===== src/rtl/shift_pkg.sv =====
package shift_pkg;

    typedef enum logic [1:0] {
        SK_LSL = 2'd0,
        SK_LSR = 2'd1,
        SK_ASR = 2'd2,
        SK_ROR = 2'd3
    } shift_kind_e;

    typedef enum logic [2:0] {
        CL_PASS      = 3'd0,
        CL_NORMAL    = 3'd1,
        CL_CLEAR_B0  = 3'd2,
        CL_CLEAR_B31 = 3'd3,
        CL_CLEAR_C0  = 3'd4,
        CL_SIGN      = 3'd5,
        CL_RRX       = 3'd6,
        CL_ROT_WHOLE = 3'd7
    } shift_class_e;

endpackage


===== src/rtl/shift_amount_decode.sv =====
module shift_amount_decode
    import shift_pkg::*;
#(
    parameter int DATA_W = 32,
    parameter int REG_W  = 8,
    localparam int SHW   = $clog2(DATA_W)
) (
    input  shift_kind_e        kind_i,
    input  logic               sel_reg_i,
    input  logic [SHW-1:0]     imm_amt_i,
    input  logic [REG_W-1:0]   reg_amt_i,
    output shift_class_e       cls_o,
    output logic [SHW-1:0]     amt_o
);

    localparam logic [REG_W-1:0] FULL_AMT = REG_W'(DATA_W);

    logic imm_zero;
    logic reg_zero;
    logic reg_full;
    logic reg_over;
    logic reg_low_zero;

    always_comb begin
        imm_zero     = (imm_amt_i == '0);
        reg_zero     = (reg_amt_i == '0);
        reg_full     = (reg_amt_i == FULL_AMT);
        reg_over     = (reg_amt_i >  FULL_AMT);
        reg_low_zero = (reg_amt_i[SHW-1:0] == '0);
    end

    always_comb begin
        cls_o = CL_PASS;
        amt_o = '0;
        if (!sel_reg_i) begin
            amt_o = imm_amt_i;
            unique case (kind_i)
                SK_LSL: cls_o = imm_zero ? CL_PASS      : CL_NORMAL;
                SK_LSR: cls_o = imm_zero ? CL_CLEAR_B31 : CL_NORMAL;
                SK_ASR: cls_o = imm_zero ? CL_SIGN      : CL_NORMAL;
                SK_ROR: cls_o = imm_zero ? CL_RRX       : CL_NORMAL;
                default: cls_o = CL_PASS;
            endcase
        end else if (reg_zero) begin
            cls_o = CL_PASS;
        end else begin
            amt_o = reg_amt_i[SHW-1:0];
            unique case (kind_i)
                SK_LSL: begin
                    if (reg_over)      cls_o = CL_CLEAR_C0;
                    else if (reg_full) cls_o = CL_CLEAR_B0;
                    else               cls_o = CL_NORMAL;
                end
                SK_LSR: begin
                    if (reg_over)      cls_o = CL_CLEAR_C0;
                    else if (reg_full) cls_o = CL_CLEAR_B31;
                    else               cls_o = CL_NORMAL;
                end
                SK_ASR: cls_o = (reg_over || reg_full) ? CL_SIGN : CL_NORMAL;
                SK_ROR: cls_o = reg_low_zero ? CL_ROT_WHOLE : CL_NORMAL;
                default: cls_o = CL_PASS;
            endcase
        end
    end

    always_comb begin
        if (cls_o == CL_NORMAL) begin
            AST_NORMAL_NONZERO: assert (amt_o != '0) else $error("normal class with zero amount");
        end
        if (sel_reg_i && reg_zero) begin
            AST_REG_ZERO_CLASS: assert (cls_o == CL_PASS) else $error("zero register amount not passed");
        end
    end

endmodule


===== src/rtl/shift_barrel.sv =====
module shift_barrel
    import shift_pkg::*;
#(
    parameter int DATA_W = 32,
    localparam int SHW   = $clog2(DATA_W)
) (
    input  logic [DATA_W-1:0] data_i,
    input  shift_kind_e       kind_i,
    input  logic [SHW-1:0]    amt_i,
    output logic [DATA_W-1:0] data_o
);

    logic [DATA_W-1:0] stg [0:SHW];
    logic              fill;

    always_comb begin
        fill   = (kind_i == SK_ASR) ? data_i[DATA_W-1] : 1'b0;
        stg[0] = data_i;
    end

    for (genvar s = 0; s < SHW; s++) begin : g_stage
        localparam int STEP = 1 << s;
        logic [DATA_W-1:0] moved;
        always_comb begin
            unique case (kind_i)
                SK_LSL:  moved = {stg[s][DATA_W-1-STEP:0], {STEP{1'b0}}};
                SK_LSR,
                SK_ASR:  moved = {{STEP{fill}}, stg[s][DATA_W-1:STEP]};
                SK_ROR:  moved = {stg[s][STEP-1:0], stg[s][DATA_W-1:STEP]};
                default: moved = stg[s];
            endcase
            stg[s+1] = amt_i[s] ? moved : stg[s];
        end
    end

    assign data_o = stg[SHW];

endmodule


===== src/rtl/shift_outsel.sv =====
module shift_outsel
    import shift_pkg::*;
#(
    parameter int DATA_W = 32,
    localparam int SHW   = $clog2(DATA_W)
) (
    input  shift_class_e      cls_i,
    input  shift_kind_e       kind_i,
    input  logic [SHW-1:0]    amt_i,
    input  logic [DATA_W-1:0] data_i,
    input  logic [DATA_W-1:0] barrel_i,
    input  logic              carry_i,
    output logic [DATA_W-1:0] result_o,
    output logic              carry_o
);

    logic [SHW:0] bit_idx;
    logic         normal_carry;
    logic         sign_bit;

    always_comb begin
        sign_bit = data_i[DATA_W-1];
        if (kind_i == SK_LSL) begin
            bit_idx = (SHW+1)'(DATA_W) - {1'b0, amt_i};
        end else begin
            bit_idx = {1'b0, amt_i} - (SHW+1)'(1);
        end
        normal_carry = data_i[bit_idx[SHW-1:0]];
    end

    always_comb begin
        unique case (cls_i)
            CL_PASS: begin
                result_o = data_i;
                carry_o  = carry_i;
            end
            CL_NORMAL: begin
                result_o = barrel_i;
                carry_o  = normal_carry;
            end
            CL_CLEAR_B0: begin
                result_o = '0;
                carry_o  = data_i[0];
            end
            CL_CLEAR_B31: begin
                result_o = '0;
                carry_o  = sign_bit;
            end
            CL_CLEAR_C0: begin
                result_o = '0;
                carry_o  = 1'b0;
            end
            CL_SIGN: begin
                result_o = {DATA_W{sign_bit}};
                carry_o  = sign_bit;
            end
            CL_RRX: begin
                result_o = {carry_i, data_i[DATA_W-1:1]};
                carry_o  = data_i[0];
            end
            CL_ROT_WHOLE: begin
                result_o = data_i;
                carry_o  = sign_bit;
            end
            default: begin
                result_o = data_i;
                carry_o  = carry_i;
            end
        endcase
    end

endmodule


===== src/rtl/shifter_operand_unit.sv =====
module shifter_operand_unit
    import shift_pkg::*;
#(
    parameter int DATA_W = 32,
    parameter int REG_W  = 8,
    localparam int SHW   = $clog2(DATA_W)
) (
    input  logic [DATA_W-1:0] opnd_i,
    input  logic [1:0]        kind_i,
    input  logic [SHW-1:0]    imm_amt_i,
    input  logic [REG_W-1:0]  reg_amt_i,
    input  logic              amt_sel_reg_i,
    input  logic              carry_i,
    output logic [DATA_W-1:0] result_o,
    output logic              carry_o
);

    shift_kind_e       kind;
    shift_class_e      cls;
    logic [SHW-1:0]    eff_amt;
    logic [DATA_W-1:0] barrel_out;

    assign kind = shift_kind_e'(kind_i);

    shift_amount_decode #(
        .DATA_W (DATA_W),
        .REG_W  (REG_W)
    ) u_decode (
        .kind_i    (kind),
        .sel_reg_i (amt_sel_reg_i),
        .imm_amt_i (imm_amt_i),
        .reg_amt_i (reg_amt_i),
        .cls_o     (cls),
        .amt_o     (eff_amt)
    );

    shift_barrel #(
        .DATA_W (DATA_W)
    ) u_barrel (
        .data_i (opnd_i),
        .kind_i (kind),
        .amt_i  (eff_amt),
        .data_o (barrel_out)
    );

    shift_outsel #(
        .DATA_W (DATA_W)
    ) u_outsel (
        .cls_i    (cls),
        .kind_i   (kind),
        .amt_i    (eff_amt),
        .data_i   (opnd_i),
        .barrel_i (barrel_out),
        .carry_i  (carry_i),
        .result_o (result_o),
        .carry_o  (carry_o)
    );

    localparam logic [REG_W-1:0] FULL_AMT = REG_W'(DATA_W);

    always_comb begin
        if (amt_sel_reg_i && reg_amt_i == '0) begin
            AST_REG_ZERO_PASS: assert (result_o == opnd_i && carry_o == carry_i) else $error("zero amount altered data");
        end
        if (amt_sel_reg_i && (kind == SK_LSL || kind == SK_LSR) && reg_amt_i > FULL_AMT) begin
            AST_WIDE_CLEAR: assert (result_o == '0 && !carry_o) else $error("wide logical shift not cleared");
        end
        if (amt_sel_reg_i && kind == SK_ASR && reg_amt_i >= FULL_AMT) begin
            AST_ASR_SAT: assert (result_o == {DATA_W{opnd_i[DATA_W-1]}} && carry_o == opnd_i[DATA_W-1]) else $error("arith saturation wrong");
        end
        if (kind == SK_ROR && (amt_sel_reg_i || imm_amt_i != '0)) begin
            AST_ROR_BITS_KEPT: assert ($countones(result_o) == $countones(opnd_i)) else $error("rotate lost bits");
        end
        if (!amt_sel_reg_i && kind == SK_LSR && imm_amt_i == '0) begin
            AST_IMM_ZERO_LSR: assert (result_o == '0 && carry_o == opnd_i[DATA_W-1]) else $error("zero imm logical right wrong");
        end
    end

endmodule


===== config.mk =====
export PLATFORM = sky130hd
export DESIGN_NAME = shifter_operand_unit
export DESIGN_NICKNAME = d
export VERILOG_FILES = /design/src/rtl/shift_pkg.sv /design/src/rtl/shift_amount_decode.sv /design/src/rtl/shift_barrel.sv /design/src/rtl/shift_outsel.sv /design/src/rtl/shifter_operand_unit.sv
export SDC_FILE = /design/constraint.sdc
export NUM_CORES = 1
export LEC_CHECK = 0
export ABC_AREA = 0
export CAP_MARGIN = 20
export CORE_ASPECT_RATIO = 1.1
export CORE_MARGIN = 2
export CORE_UTILIZATION = 50
export DETAILED_ROUTE_END_ITERATION = 10
export GPL_TIMING_DRIVEN = 0
export PLACE_DENSITY = 0.79
export SKIP_LAST_GASP = 1
export SLEW_MARGIN = 20
export SYNTH_ARGS = -nofsm -noshare
export SYNTH_HDL_FRONTEND = slang
export SYNTH_SLANG_ARGS = --single-unit

===== constraint.sdc =====
create_clock -name vclk -period 4.25
set_input_delay 0.85 -clock vclk [all_inputs]
set_output_delay 0.85 -clock vclk [all_outputs]
set_load 0.01 [all_outputs]

==> qor.yml, run 1 <==
synth:
  synthDistinctLibCells: 78
  ys_top_cells_by_count: "sky130_fd_sc_hd__a21oi_1 (92), sky130_fd_sc_hd__nand2_1 (81), sky130_fd_sc_hd__o21ai_0 (71)"
  yosys.area.top_type: "sky130_fd_sc_hd__a21oi_1"
  synth_area_sq_mm: 0.00540
  seq_area_frac_synth: 0
  syn_area_per_cell_sq_um: 6.46
  ys_warn_count: 0
  synth.top_cells.by_area: "sky130_fd_sc_hd__a21oi_1 (8.5%), sky130_fd_sc_hd__a221oi_1 (7.1%), sky130_fd_sc_hd__o21ai_0 (6.6%), sky130_fd_sc_hd__mux2i_1 (6.3%), sky130_fd_sc_hd__nand2_1 (5.6%)"
  synth_fp_nets: 889
  synthesis.instances: 835
  post-synth-top-count-cell: "sky130_fd_sc_hd__a21oi_1"
  synth.top_cell.area_share: 0.0853
floorplanning:
  chipHeight_um: 113
  row_count: 39
  die_width_um: 103
  initial_utilization: 0.517
  io-pin-count: 82
placement:
  placed_cell_area_sq_mm: 0.00621
  place.port_buffers: 59
  place_congestion: 1.22
  hpwl_mm: 24.4
global_routing:
  pin_count_of_the_biggest_net_entering_global_routing: 12
  grt-ovfl-total: 39
  grt_pass1_wl_mm: 66.6
  vias_in_the_first_global_route: 10700
  grt_util_all_layers: 0.763
outcome:
  error_line: "[ERROR GRT-0116] Global routing finished with congestion. Check the congestion regions in the DRC Viewer."
  lastStage: "global routing"
  run_status: "stopped before the end"
cts:
  holdBufCountCts: 0
[metrics by stage]
| stage | setup slack (ns) | hold WS (ns) | std cells |
|---|---|---|---|
| after global placement | -1.89 | 2.55 | 1037 |
| after CTS | -0.134 | 2.21 | 1110 |
| after detailed placement | -1.87 | 2.55 | 1037 |
| after floorplan | 0.00987 | 1.88 | 835 |
[cell families after synthesis]
kind of cell               Yosys count  share of synthesized area
AOI/OAI and AO/OA                  420                      0.546
xor gates and xnor gates             8                     0.0130
adders and majority gates            5                     0.0116
buffers and inverters              115                      0.112
muxes                               50                      0.119
and+or+nand+nor                    237                      0.199
[routing by layer]
layer  overflow  global-route usage
met5          0               0.176
met2         16               0.891
met4         23               0.680
met3          0               0.613
met1          0               0.828
[timing repair]
action / CTS
setup buffers: 70
gates cloned: 6
resized for setup: 571
pin swaps: 111
setup endpoints to repair: 33
==> run 2, diff against run 1 <==
--- a/config.mk
+++ b/config.mk
@@ -7,12 +7,11 @@
 export LEC_CHECK = 0
 export ABC_AREA = 0
 export CAP_MARGIN = 20
-export CORE_ASPECT_RATIO = 1.1
 export CORE_MARGIN = 2
-export CORE_UTILIZATION = 50
+export CORE_UTILIZATION = 35
 export DETAILED_ROUTE_END_ITERATION = 10
 export GPL_TIMING_DRIVEN = 0
-export PLACE_DENSITY = 0.79
+export PLACE_DENSITY_LB_ADDON = 0.15
 export SKIP_LAST_GASP = 1
 export SLEW_MARGIN = 20
 export SYNTH_ARGS = -nofsm -noshare
==> constraint.sdc (replaced) <==
create_clock -name vclk -period 5.5
set_input_delay 1.1 -clock vclk [all_inputs]
set_output_delay 1.1 -clock vclk [all_outputs]
set_load 0.01 [all_outputs]
==> run 2 against run 1 <==
Compared with the run above: the flow now finishes, with violations (setup timing); synthesized cell count is the same; area after synthesis is the same.
==> qor.yml, run 2 <==
outcome:
  run_status: "complete, but fails checks"
  failed_checks: "setup timing"
power_and_ir_drop:
  power.leakage_nw: 2.70
  p_int_uw: 489
  netSwitchingFraction: 0.629
  power.share.clock: 0
  switching_power_uw: 830
  combPwrFrac: 1.000
  pwr_density_cell_mw_per_mm2: 169
  vdd_drop_max_mv: 0.0747
  power.share.sequential: 0
global_routing:
  grt-ovfl-total: 0
  grt_pass1_wl_mm: 54.0
  grt_util_all_layers: 0.439
  vias_in_the_first_global_route: 8311
  grt_antenna_before_repair: 0
  pin_count_of_the_biggest_net_entering_global_routing: 11
layout:
  drive_gt1_frac: 0.328
  syn_to_final_growth_pct: 44.4
  multi_input_area_sq_mm: 0.00592
  layout.cells.most_common: "sky130_fd_sc_hd__nand2_1"
  num-fill-cells: 1516
  area.sequential_sq_um: 0
  layoutNonFillerInstCount: 1118
  num-clock-buffers: 0
  design.seq.count: 0
  mostFrequentLayoutCells: "sky130_fd_sc_hd__nand2_1 (77), sky130_fd_sc_hd__a21oi_1 (70), sky130_fd_sc_hd__buf_4 (55)"
  antenna-diode-count: 0
  layout_nets: 986
  layout.cell_area.non_filler_sq_mm: 0.00779
synth:
  synth.top_cells.by_area: "sky130_fd_sc_hd__a21oi_1 (8.5%), sky130_fd_sc_hd__a221oi_1 (7.1%), sky130_fd_sc_hd__o21ai_0 (6.6%), sky130_fd_sc_hd__mux2i_1 (6.3%), sky130_fd_sc_hd__nand2_1 (5.6%)"
  synthDistinctLibCells: 78  # unchanged
  synth_area_sq_mm: 0.00540  # unchanged
  seq_area_frac_synth: 0  # unchanged
  ys_warn_count: 0  # unchanged
  synthesis.instances: 835  # unchanged
  syn_area_per_cell_sq_um: 6.46  # unchanged
  synth.top_cell.area_share: 0.0853  # unchanged
  synth_fp_nets: 889  # unchanged
  yosys.area.top_type: "sky130_fd_sc_hd__a21oi_1"
  ys_top_cells_by_count: "sky130_fd_sc_hd__a21oi_1 (92), sky130_fd_sc_hd__nand2_1 (81), sky130_fd_sc_hd__o21ai_0 (71)"
  post-synth-top-count-cell: "sky130_fd_sc_hd__a21oi_1"
floorplanning:
  row_count: 45  # +15%
  initial_utilization: 0.356  # -0.160
  io-pin-count: 82  # unchanged
  die_width_um: 128  # +24%
  chipHeight_um: 128  # +13%
  die_area_sq_mm: 0.0164
  core_area_sq_mm: 0.0151
sta:
  postLayoutSetupSlackWorst_ns: -0.182
  setup_viol_count_final: 6
  final_min_period_over_clock_period: 1.03
  slew_worst_pin_ns: 1.02
  final.setup.tns_ns: -0.505
  grt_setup_unrepaired: "yes"
  slew_headroom: 0.320
  maxSlewViolCount: 0
  final_period_minus_worst_setup_slack_ns: 5.68
  hold_viol: 0
  max_clock_freq_mhz: 176
  whs_ns: 2.88
route:
  route.antenna.remaining_nets: 0
  detail_route.first_pass.iterations: 9
  wire_per_inst_um: 33.6
  first_iter_violations: 1845
  remaining_drcs: 0
  detail_route.wirelength_mm: 37.6
  drt-vias-per-instance: 8.06
  via_count: 9013
setup_path:
  worst-setup-path-type: "input port to primary output"
  critPathCaptureType: "primary output"
  timing.critical_path.required_ns: 4.40
  worstPathMaxFanout: 10
  critical_path_arrival_ns: 4.58
  startpoint_class_of_the_critical_path: "input port"
min_path:
  min-delay-path-class: "input port to primary output"
  worst_hold_path.num_cells: 4
  min-delay-start: "opnd_i[16]"
  hold_path_end: "result_o[15]"
placement:
  placed_cell_area_sq_mm: 0.00622  # +0.20%
  dp_slack_ns: -1.08  # +0.789 ns
  dpl.cell_count: 1082  # +4.3%
  place.port_buffers: 59  # unchanged
  hpwl_mm: 26.3  # +7.5%
  place_congestion: 1.08  # -11%
flow_run:
  timing.max_cap.violations: 0
[run 2: cell counts after synthesis]
Identical to the previous run, type by type.
[run 2: worst max path at each step]
stage                              from      endpoint  slack [ns]  depth (start not counted)
after floorplan           amt_sel_reg_i       carry_o        0.45                         14
after global placement        kind_i[0]  result_o[29]       -1.27                         14
after detailed placement      kind_i[0]  result_o[29]       -1.08                         14
after CTS                  reg_amt_i[2]  result_o[29]       -0.09                         11
after global routing       imm_amt_i[0]  result_o[29]       -0.29                         12
final                      imm_amt_i[0]  result_o[29]       -0.18                         13
[run 2: logic make-up after synthesis]
logic type / synth area share
compound gates: 0.546
simple gates: 0.199
buf+inv: 0.112
mux: 0.119
xor+xnor: 0.0130
fa+ha+maj: 0.0116
[run 2: critical path, stage by stage]
cell and delay [ns]:
sky130_fd_sc_hd__clkdlybuf4s50_1 0.47, sky130_fd_sc_hd__mux2_4 0.17, sky130_fd_sc_hd__buf_12 0.15, sky130_fd_sc_hd__clkbuf_1 0.55
sky130_fd_sc_hd__nor2_1 0.12, sky130_fd_sc_hd__a211oi_2 0.41, sky130_fd_sc_hd__nor3_4 0.12, sky130_fd_sc_hd__nor2_1 0.23
sky130_fd_sc_hd__a211oi_2 0.11, sky130_fd_sc_hd__buf_4 0.20, sky130_fd_sc_hd__a221oi_4 0.28, sky130_fd_sc_hd__a211o_1 0.14
sky130_fd_sc_hd__clkdlybuf4s50_1 0.53
[run 2: stage by stage]
step            util  total power [mW]
6_report       0.514              1.32
3_3_place_gp   0.411              1.03
4_1_cts        0.493              1.18
5_1_grt        0.514              1.34
2_1_floorplan      -             0.616
3_5_place_dp   0.411              1.00
[run 2: area by class of cell]
| type | instances | area share |
|---|---|---|
| plain buffers | 108 | 0.0957 |
| inverters | 6 | 0.00434 |
| well taps | 188 | 0.0302 |
| multi-input cells | 720 | 0.761 |
| repair buffers | 96 | 0.109 |
[run 2: what timing repair did]
item,4_1_cts,5_1_grt
endpoints found under the setup margin,33,31
pin swaps,53,31
cloned,0,0
resized for setup,272,71
setup buffers,24,13
hold buffers,0,0
[run 2: metal layers]
metal,share of wire,vias up,track usage
li1,-,3527,-
met1,0.35,4180,0.542
met2,0.39,992,0.641
met3,0.15,310,0.167
met4,0.099,4,0.275
met5,0.0026,-,0
[run 2: power by group through the flow]
stage	combinational, mW	sequential [mW]	clock, mW
final	1.32	0	0
after CTS	1.18	0	0
after global placement	1.03	0	0
after global routing	1.34	0	0
after detailed placement	1.00	0	0
after floorplan	0.616	0	0
Note: power is estimated with default switching activity, not from simulation.
==> run 3, diff against run 2 <==
--- a/config.mk
+++ b/config.mk
@@ -8,7 +8,7 @@
 export ABC_AREA = 0
 export CAP_MARGIN = 20
 export CORE_MARGIN = 2
-export CORE_UTILIZATION = 35
+export CORE_UTILIZATION = 58
 export DETAILED_ROUTE_END_ITERATION = 10
 export GPL_TIMING_DRIVEN = 0
 export PLACE_DENSITY_LB_ADDON = 0.15
==> run 3 against run 2 <==
Compared with the run above: the flow now stops in global routing; synthesized cell count did not move; area after synthesis unchanged.
==> qor.yml, run 3 <==
outcome:
  run_status: "stopped before the end"
  lastStage: "global routing"
  error_line: "[ERROR GRT-0232] Routing congestion too high. Check the congestion heatmap in the GUI."
placement:
  place.port_buffers: 59  # unchanged
  place_congestion: 1.41  # +30%
  hpwl_mm: 21.6  # -18%
synth:
  synth.top_cells.by_area: "sky130_fd_sc_hd__a21oi_1 (8.5%), sky130_fd_sc_hd__a221oi_1 (7.1%), sky130_fd_sc_hd__o21ai_0 (6.6%), sky130_fd_sc_hd__mux2i_1 (6.3%), sky130_fd_sc_hd__nand2_1 (5.6%)"
  synthesis.instances: 835  # unchanged
  synthDistinctLibCells: 78  # unchanged
  post-synth-top-count-cell: "sky130_fd_sc_hd__a21oi_1"
  seq_area_frac_synth: 0  # unchanged
  ys_top_cells_by_count: "sky130_fd_sc_hd__a21oi_1 (92), sky130_fd_sc_hd__nand2_1 (81), sky130_fd_sc_hd__o21ai_0 (71)"
  ys_warn_count: 0  # unchanged
  synth_area_sq_mm: 0.00540  # unchanged
  yosys.area.top_type: "sky130_fd_sc_hd__a21oi_1"
  synth_fp_nets: 889  # unchanged
  synth.top_cell.area_share: 0.0853  # unchanged
  syn_area_per_cell_sq_um: 6.46  # unchanged
floorplanning:
  row_count: 35  # -22%
  chipHeight_um: 100  # -22%
  initial_utilization: 0.589  # +0.233
  die_width_um: 100  # -22%
  io-pin-count: 82  # unchanged
sta:
  endpoint_type: "primary output"
  worst_endpoint: "result_o[29]"
global_routing:
  grt_util_all_layers: 0.772
  grt-ovfl-total: 9
  pin_count_of_the_biggest_net_entering_global_routing: 11
cts:
  holdBufCountCts: 0  # unchanged
[run 3: cell counts after synthesis]
No cell type changed its count.
[run 3: timing repair]
item	in CTS
pin swaps	30
gates resized for setup	183
setup endpoints to repair	33
setup buffers	7
[run 3: metrics by stage]
| step | util | cell area (sq um) | setup TNS, ns | setup WS (ns) | cells |
|---|---|---|---|---|---|
| after floorplan | - | 5400 | 0 | 0.447 | 835 |
| after CTS | 0.758 | 6940 | -1.31 | -0.110 | 1011 |
| after global placement | 0.669 | 6120 | -18.03 | -0.833 | 1005 |
| after detailed placement | 0.669 | 6120 | -19.27 | -0.938 | 1005 |
[run 3: routing by layer]
metal | global-route usage | overflow
met3 | 0.675 | 0
met2 | 0.901 | 5
met1 | 0.783 | 0
met5 | 0.354 | 0
met4 | 0.714 | 4
[run 3: cell families after synthesis]
| family | synth area share |
|---|---|
| compound gates | 0.546 |
| xor+xnor | 0.0130 |
| fa+ha+maj | 0.0116 |
| buf+inv | 0.112 |
| mux | 0.119 |
| simple gates | 0.199 |
